<file path="config.mk">
export PLATFORM = sky130hd
export DESIGN_NAME = uart_dual_fifo
export DESIGN_NICKNAME = d
export VERILOG_FILES = /design/src/rtl/uart_fifo_pkg.sv /design/src/rtl/ufq_fifo.sv /design/src/rtl/ufq_ctrl.sv /design/src/rtl/ufq_idle.sv /design/src/rtl/uart_dual_fifo.sv
export SDC_FILE = /design/constraint.sdc
export NUM_CORES = 2
export LEC_CHECK = 0
export CAP_MARGIN = 20
export CORE_ASPECT_RATIO = 1.2
export CORE_MARGIN = 3
export CORE_UTILIZATION = 48
export DETAILED_ROUTE_END_ITERATION = 16
export DONT_BUFFER_PORTS = 1
export PLACE_DENSITY = 0.73
export SLEW_MARGIN = 20
export SYNTH_ARGS = -nofsm -noshare
export SYNTH_HDL_FRONTEND = slang
export SYNTH_SLANG_ARGS = --single-unit
</file>
<file path="constraint.sdc">
create_clock -name clk -period 3.5 [get_ports clk]
set_input_delay 0.35 -clock clk [delete_from_list [all_inputs] [get_ports clk]]
set_output_delay 0.35 -clock clk [all_outputs]
set_load 0.02 [all_outputs]
</file>
<file path="src/rtl/uart_fifo_pkg.sv">
package uart_fifo_pkg;

    localparam int CHAR_W = 8;

    localparam logic [1:0] ADDR_DATA  = 2'd0;
    localparam logic [1:0] ADDR_CTRL  = 2'd1;
    localparam logic [1:0] ADDR_COUNT = 2'd2;

    // control register bit positions (software depends on these)
    localparam int CB_TX_EN    = 0;
    localparam int CB_RX_EN    = 1;
    localparam int CB_TX_FLUSH = 2;
    localparam int CB_RX_FLUSH = 3;
    localparam int CB_TX_IE    = 9;
    localparam int CB_DRQ      = 10;
    localparam int CB_IDLE_IE  = 11;
    localparam int CB_OVR      = 12;

    // decoded control write
    typedef struct packed {
        logic tx_en;
        logic rx_en;
        logic tx_flush;
        logic rx_flush;
        logic tx_ie;
        logic drq_keep;
        logic idle_ie;
        logic ovr_keep;
    } ctrl_cmd_t;

    // stored control state
    typedef struct packed {
        logic tx_en;
        logic rx_en;
        logic tx_ie;
        logic drq;
        logic idle_ie;
        logic ovr;
    } ctrl_state_t;

    function automatic logic [15:0] ctrl_word(ctrl_state_t s);
        logic [15:0] w;
        w              = '0;
        w[CB_TX_EN]    = s.tx_en;
        w[CB_RX_EN]    = s.rx_en;
        w[CB_TX_IE]    = s.tx_ie;
        w[CB_DRQ]      = s.drq;
        w[CB_IDLE_IE]  = s.idle_ie;
        w[CB_OVR]      = s.ovr;
        return w;
    endfunction

    function automatic logic [15:0] count_word(logic [7:0] tx_lvl, logic [7:0] rx_lvl);
        return {rx_lvl, tx_lvl};
    endfunction

endpackage

</file>
<file path="src/rtl/ufq_fifo.sv">
module ufq_fifo #(
    parameter int DEPTH = 128,
    parameter int W     = 8
) (
    input  logic                          clk,
    input  logic                          rst,
    input  logic                          flush,
    input  logic                          push,
    input  logic [W-1:0]                  din,
    input  logic                          pop,
    output logic [W-1:0]                  dout,
    output logic [$clog2(DEPTH+1)-1:0]    count,
    output logic                          full,
    output logic                          empty
);
    localparam int AW = (DEPTH > 1) ? $clog2(DEPTH) : 1;
    localparam int CW = $clog2(DEPTH+1);
    localparam logic [AW-1:0] LAST = AW'(DEPTH - 1);

    logic [W-1:0]  mem [DEPTH];
    logic [AW-1:0] wptr, rptr;
    logic [CW-1:0] cnt_q;
    logic          do_push, do_pop;

    assign full    = (cnt_q == CW'(DEPTH));
    assign empty   = (cnt_q == '0);
    assign do_push = push && !full && !flush;
    assign do_pop  = pop && !empty && !flush;
    assign dout    = mem[rptr];
    assign count   = cnt_q;

    always_ff @(posedge clk) begin
        if (do_push) begin
            mem[wptr] <= din;
        end
    end

    always_ff @(posedge clk) begin
        if (rst || flush) begin
            wptr  <= '0;
            rptr  <= '0;
            cnt_q <= '0;
        end else begin
            if (do_push) begin
                wptr <= (wptr == LAST) ? '0 : wptr + 1'b1;
            end
            if (do_pop) begin
                rptr <= (rptr == LAST) ? '0 : rptr + 1'b1;
            end
            case ({do_push, do_pop})
                2'b10:   cnt_q <= cnt_q + 1'b1;
                2'b01:   cnt_q <= cnt_q - 1'b1;
                default: cnt_q <= cnt_q;
            endcase
        end
    end
endmodule

</file>
<file path="src/rtl/ufq_ctrl.sv">
module ufq_ctrl
    import uart_fifo_pkg::*;
(
    input  logic         clk,
    input  logic         rst,
    input  logic         ctrl_wr,
    input  ctrl_cmd_t    cmd,
    input  logic         trig_wr,
    input  logic [7:0]   trig_val,
    input  logic         tx_empty,
    input  logic         ovr_evt,
    output ctrl_state_t  st,
    output logic [7:0]   trig
);
    ctrl_state_t st_q;
    logic        drq_clr, ovr_clr, rx_flush;

    assign drq_clr  = ctrl_wr && !cmd.drq_keep;
    assign rx_flush = ctrl_wr && cmd.rx_flush;
    assign ovr_clr  = (ctrl_wr && !cmd.ovr_keep) || rx_flush;
    assign st       = st_q;

    always_ff @(posedge clk) begin
        if (rst) begin
            st_q <= '0;
            trig <= '0;
        end else begin
            if (ctrl_wr) begin
                st_q.tx_en   <= cmd.tx_en;
                st_q.rx_en   <= cmd.rx_en;
                st_q.tx_ie   <= cmd.tx_ie;
                st_q.idle_ie <= cmd.idle_ie;
            end
            // hardware set has priority over software clear
            if (st_q.tx_en && tx_empty) begin
                st_q.drq <= 1'b1;
            end else if (drq_clr) begin
                st_q.drq <= 1'b0;
            end
            if (ovr_evt && !rx_flush) begin
                st_q.ovr <= 1'b1;
            end else if (ovr_clr) begin
                st_q.ovr <= 1'b0;
            end
            if (trig_wr) begin
                trig <= trig_val;
            end
        end
    end
endmodule

</file>
<file path="src/rtl/ufq_idle.sv">
module ufq_idle #(
    parameter int IDLE_CHARS = 4
) (
    input  logic clk,
    input  logic rst,
    input  logic restart,
    input  logic rx_empty,
    input  logic char_tick,
    output logic idle
);
    localparam int ICW = $clog2(IDLE_CHARS + 1);
    localparam logic [ICW-1:0] LIMIT = ICW'(IDLE_CHARS);

    logic [ICW-1:0] ticks_q;

    assign idle = (ticks_q == LIMIT);

    always_ff @(posedge clk) begin
        if (rst || restart || rx_empty) begin
            ticks_q <= '0;
        end else if (char_tick && !idle) begin
            ticks_q <= ticks_q + 1'b1;
        end
    end
endmodule

</file>
<file path="src/rtl/uart_dual_fifo.sv">
module uart_dual_fifo
    import uart_fifo_pkg::*;
#(
    parameter int DEPTH      = 128,
    parameter int IDLE_CHARS = 4
) (
    input  logic        clk,
    input  logic        rst,
    input  logic        bus_wr,
    input  logic        bus_rd,
    input  logic [1:0]  bus_addr,
    input  logic [15:0] bus_wdata,
    output logic [15:0] bus_rdata,
    output logic        tx_valid,
    output logic [7:0]  tx_char,
    input  logic        tx_take,
    input  logic        rx_strobe,
    input  logic [7:0]  rx_char,
    input  logic        rx_start,
    input  logic        char_tick,
    output logic        irq_tx,
    output logic        irq_rx
);
    localparam int CW = $clog2(DEPTH + 1);

    ctrl_cmd_t          cmd;
    ctrl_state_t        st_q;
    logic [7:0]         trig_q;
    logic               ctrl_wr, data_wr, data_rd, trig_wr;
    logic               tx_flush, rx_flush;
    logic               tx_push, tx_pop, rx_push, rx_pop;
    logic [CW-1:0]      tx_cnt, rx_cnt;
    logic               tx_full, tx_empty, rx_full, rx_empty;
    logic [CHAR_W-1:0]  tx_head, rx_head;
    logic               ovr_evt, rx_idle, thresh_hit;

    // register decode
    assign ctrl_wr = bus_wr && (bus_addr == ADDR_CTRL);
    assign data_wr = bus_wr && (bus_addr == ADDR_DATA);
    assign data_rd = bus_rd && (bus_addr == ADDR_DATA);
    assign trig_wr = bus_wr && (bus_addr == ADDR_COUNT);

    always_comb begin
        cmd.tx_en    = bus_wdata[CB_TX_EN];
        cmd.rx_en    = bus_wdata[CB_RX_EN];
        cmd.tx_flush = bus_wdata[CB_TX_FLUSH];
        cmd.rx_flush = bus_wdata[CB_RX_FLUSH];
        cmd.tx_ie    = bus_wdata[CB_TX_IE];
        cmd.drq_keep = bus_wdata[CB_DRQ];
        cmd.idle_ie  = bus_wdata[CB_IDLE_IE];
        cmd.ovr_keep = bus_wdata[CB_OVR];
    end

    assign tx_flush = ctrl_wr && cmd.tx_flush;
    assign rx_flush = ctrl_wr && cmd.rx_flush;
    assign tx_push  = data_wr && st_q.tx_en && !tx_full;
    assign tx_pop   = tx_take && tx_valid;
    assign rx_push  = rx_strobe && st_q.rx_en;
    assign rx_pop   = data_rd;
    assign ovr_evt  = rx_push && rx_full;

    ufq_ctrl u_ctrl (
        .clk      (clk),
        .rst      (rst),
        .ctrl_wr  (ctrl_wr),
        .cmd      (cmd),
        .trig_wr  (trig_wr),
        .trig_val (bus_wdata[15:8]),
        .tx_empty (tx_empty),
        .ovr_evt  (ovr_evt),
        .st       (st_q),
        .trig     (trig_q)
    );

    ufq_fifo #(.DEPTH(DEPTH), .W(CHAR_W)) u_tx_fifo (
        .clk   (clk),
        .rst   (rst),
        .flush (tx_flush),
        .push  (tx_push),
        .din   (bus_wdata[CHAR_W-1:0]),
        .pop   (tx_pop),
        .dout  (tx_head),
        .count (tx_cnt),
        .full  (tx_full),
        .empty (tx_empty)
    );

    ufq_fifo #(.DEPTH(DEPTH), .W(CHAR_W)) u_rx_fifo (
        .clk   (clk),
        .rst   (rst),
        .flush (rx_flush),
        .push  (rx_push),
        .din   (rx_char),
        .pop   (rx_pop),
        .dout  (rx_head),
        .count (rx_cnt),
        .full  (rx_full),
        .empty (rx_empty)
    );

    ufq_idle #(.IDLE_CHARS(IDLE_CHARS)) u_idle (
        .clk       (clk),
        .rst       (rst),
        .restart   (rx_start || rx_strobe || rx_flush),
        .rx_empty  (rx_empty),
        .char_tick (char_tick),
        .idle      (rx_idle)
    );

    assign tx_valid   = st_q.tx_en && !tx_empty;
    assign tx_char    = tx_head;
    assign thresh_hit = (trig_q != '0) && (16'(rx_cnt) >= 16'(trig_q));
    assign irq_tx     = st_q.tx_ie && st_q.drq;
    assign irq_rx     = thresh_hit || (st_q.idle_ie && rx_idle);

    always_comb begin
        case (bus_addr)
            ADDR_DATA:  bus_rdata = rx_empty ? 16'h0000 : {8'h00, rx_head};
            ADDR_CTRL:  bus_rdata = ctrl_word(st_q);
            ADDR_COUNT: bus_rdata = count_word(8'(tx_cnt), 8'(rx_cnt));
            default:    bus_rdata = 16'h0000;
        endcase
    end
endmodule

</file>
==> impl_metrics.py <==
metrics = {
    "outcome": {
        "outcome": "complete, but fails checks",
        "violations": "setup timing",
    },
    "grt": {
        "antenna_found_initial": 4,
        "grt_pass1_vias": 45400,
        "grt_max_degree": 130,
        "grt.total_usage": 0.224,
        "grt_pass1_wl_mm": 300,
        "overflow": 0,
    },
    "floorplan": {
        "rows": 166,
        "die-area_um2": 179000,
        "pin_count": 61,
        "fp.coreArea_um2": 172000,
        "initial_core_util": 0.486,
        "die_h_um": 463,
        "die_w_um": 387,
    },
    "cts": {
        "cts_made_buffers": 194,
        "root_buffer": "clkbuf_16",
        "tritoncts": "done",
        "clock-sinks": 2123,
        "ctsHtreeMaxLevel": 4,
        "path_clk_slew_ns": 0.07,
        "clock_latency_ns": 0.85,
        "clk_path_buf_depth": 3,
    },
    "sta": {
        "fmax_mhz": 264,
        "tightestPinTransition_ns": 0.974,
        "finalCriticalPeriod_ns": 3.79,
        "fin_skew_ns": 0.0371,
        "finalHoldViolations": 0,
        "fin_ws_ns": -0.286,
        "setup_viol_count_final": 16,
        "relSlewSlack": 0.350,
        "rsz0062_at_grt": "yes",
        "whs_ns": 0.00414,
        "slew_viol_final": 0,
        "fin_crit_sh": 1.08,
    },
    "power_and_ir_drop": {
        "p_leak_nw": 30.7,
        "power_density_nw_per_um2": 507,
        "peakVddDrop_mv": 0.490,
    },
    "cells_and_area": {
        "fin_nets": 4948,
        "final_core_util": 0.575,
        "drive_gt1_frac": 0.284,
        "layout_commonest_cell": "edfxtp_1",
        "area_growth_syn_to_layout_pct": 18.3,
        "layout_common_cells": "edfxtp_1 (2048), buf_4 (411), mux4_2 (374)",
    },
    "drt": {
        "via_count": 44800,
        "drtIter0Drc": 4967,
        "wl_per_cell_um": 27.8,
        "firstDrtPassIters": 6,
        "wl_mm": 204,
        "viasPerCell": 6.12,
        "antenna_left": 0,
        "drc": 0,
    },
    "synth": {
        "syn-num-nets": 4432,
        "synthArstFlopShare": 0,
        "synth_edf_count": 2048,
        "ys_warn_count": 0,
        "syn_inst": 4373,
        "synth_flop_cell": "edfxtp_1",
        "yosysUniqueCellTypes": 82,
        "synth_area_um2": 83400,
        "synth-seq-cells": 2123,
        "syn_area_per_cell_um2": 19.1,
        "ys_seq_area_frac": 0.755,
    },
    "placement": {
        "gp_congestion": 0.854,
        "dp_slack_ns": 0.0208,
        "dp_hpwl_mm": 117,
        "port_buffers": 0,
    },
    "hold_path": {
        "worst_hold_path_type": "input pin to flip-flop",
    },
    "setup_path": {
        "worst_ep_required_time_ns": 3.15,
        "end_kind": "output port",
        "rrSetupSlack_ns": 0.25,
        "cp_max_fo": 25,
        "startpoint_type": "flip-flop",
        "cp_data_arrival_time_ns": 3.44,
        "critPathKind": "flip-flop to output port",
    },
    "job": {
        "maxCapViolations": 0,
    },
}
## critical path: stages (launching register included)
cell	delay, ns
dfxtp_4	0.37
buf_12	0.15
buf_16	0.19
nor2_2	0.11
buf_4	0.26
a221oi_1	0.50
nand2_1	0.31
a41o_1	0.33
o211ai_1	0.15
buf_4	0.20
## cells in the mapped netlist (8+ instances only)
| library cell | count | area (µm²) |
|---|---|---|
| nor4_1 | 9 | 56.3 |
| xor2_1 | 20 | 175 |
| dfxtp_1 | 75 | 1500 |
| nand3_1 | 69 | 345 |
| nor3_1 | 22 | 110 |
| o22ai_1 | 44 | 275 |
| o31ai_1 | 12 | 90.1 |
| a221oi_1 | 32 | 280 |
| mux2_2 | 19 | 214 |
| nand2b_1 | 12 | 75.1 |
| a22o_1 | 35 | 307 |
| mux4_2 | 374 | 8420 |
| a211oi_1 | 31 | 233 |
| a221oi_2 | 8 | 120 |
| clkbuf_1 | 89 | 334 |
| nand3b_1 | 9 | 67.6 |
| and3_1 | 15 | 93.8 |
| buf_2 | 94 | 470 |
| ha_1 | 24 | 300 |
| o211ai_1 | 20 | 150 |
| nand2_1 | 132 | 495 |
| o21ai_0 | 36 | 180 |
| and2_1 | 17 | 106 |
| buf_6 | 23 | 259 |
| edfxtp_1 | 2048 | 61500 |
| xnor2_1 | 8 | 70.1 |
| a21oi_1 | 113 | 566 |
| inv_1 | 18 | 67.6 |
| or3_1 | 9 | 56.3 |
| nor2b_1 | 61 | 382 |
| a41o_1 | 9 | 90.1 |
| buf_4 | 21 | 158 |
| buf_1 | 22 | 82.6 |
| a22oi_1 | 162 | 1220 |
| nor2_1 | 339 | 1270 |
| mux2i_1 | 240 | 2400 |
## where the power goes
part | internal [mW] | switching [mW] | total, mW
sequential | 27.8 | 0.00697 | 27.8
clock | 12.3 | 9.21 | 21.6
combinational | 0.143 | 0.524 | 0.668
## per-layer routing
layer,global-route usage,part of all wire
met5,0,0
met1,0.294,0.37
met4,0.0846,0.041
met2,0.376,0.50
met3,0.0400,0.085
## area by class of cell
class	instances	area [µm²]
Multi-Input combinational cell	1979	20300
Timing Repair Buffer	570	5970
Sequential cell	2123	63000
Antenna cell	1	2.50
Tap cell	2268	2840
Clock inverter	124	1420
Clock buffer	236	5070
Fill cell	12200	72900
Inverter	21	78.8
## stage by stage
step / std cells / total power, mW / TNS (ns) / instance area (µm²)
CTS: 7287 / 50.3 / -4.08 / 97800
detailed placement: 6827 / 28.5 / 0 / 88700
global placement: 6827 / 28.5 / 0 / 88700
floorplan: 4373 / 28.5 / 0 / 83400
global route: 7321 / 51.3 / -4.52 / 98700
finish: 7322 / 50.1 / -3.13 / 98700
## flip-flops by register name, indices dropped and copies added (netlist names), named ones only
register and cells:
u_tx_fifo.rptr 7, u_idle.ticks_q 3, u_tx_fifo.wptr 7, u_rx_fifo.count 8, u_tx_fifo.count 8, u_rx_fifo.mem 1024
u_rx_fifo.wptr 7, u_ctrl.trig 8, u_rx_fifo.rptr 7, u_tx_fifo.mem 1024, u_ctrl.st 6
## cells by family after synthesis
family	synth area share
compound gates	0.0466
xor+xnor	0.00294
fa+ha+maj	0.00384
buf+inv	0.0166
flops	0.755
mux	0.132
simple gates	0.0424
## worst paths after layout
path	startpoint	end	depth (start not counted)
min	bus_wdata[1]	u_tx_fifo.mem[112][1]$_DFFE_PP_	1
min reg2reg	u_ctrl.st[3]$_SDFFE_PP0N_	u_ctrl.st[3]$_SDFFE_PP0N_	2
max reg2reg	u_rx_fifo.count[1]$_SDFFE_PP0P_	u_rx_fifo.count[6]$_SDFFE_PP0P_	12
max	flip-flop	tx_char[4]	9
## what timing repair did
action / 4_1_cts / 5_1_grt
cloned: 13 / 6
setup endpoints to repair: 16 / 20
endpoints found under the hold margin: 2092 / 7
buffers inserted: 33 / 30
pin swaps: 69 / 58
hold buffers: 54 / 2
gates resized for setup: 209 / 105
(Power assumes the default switching activity.)
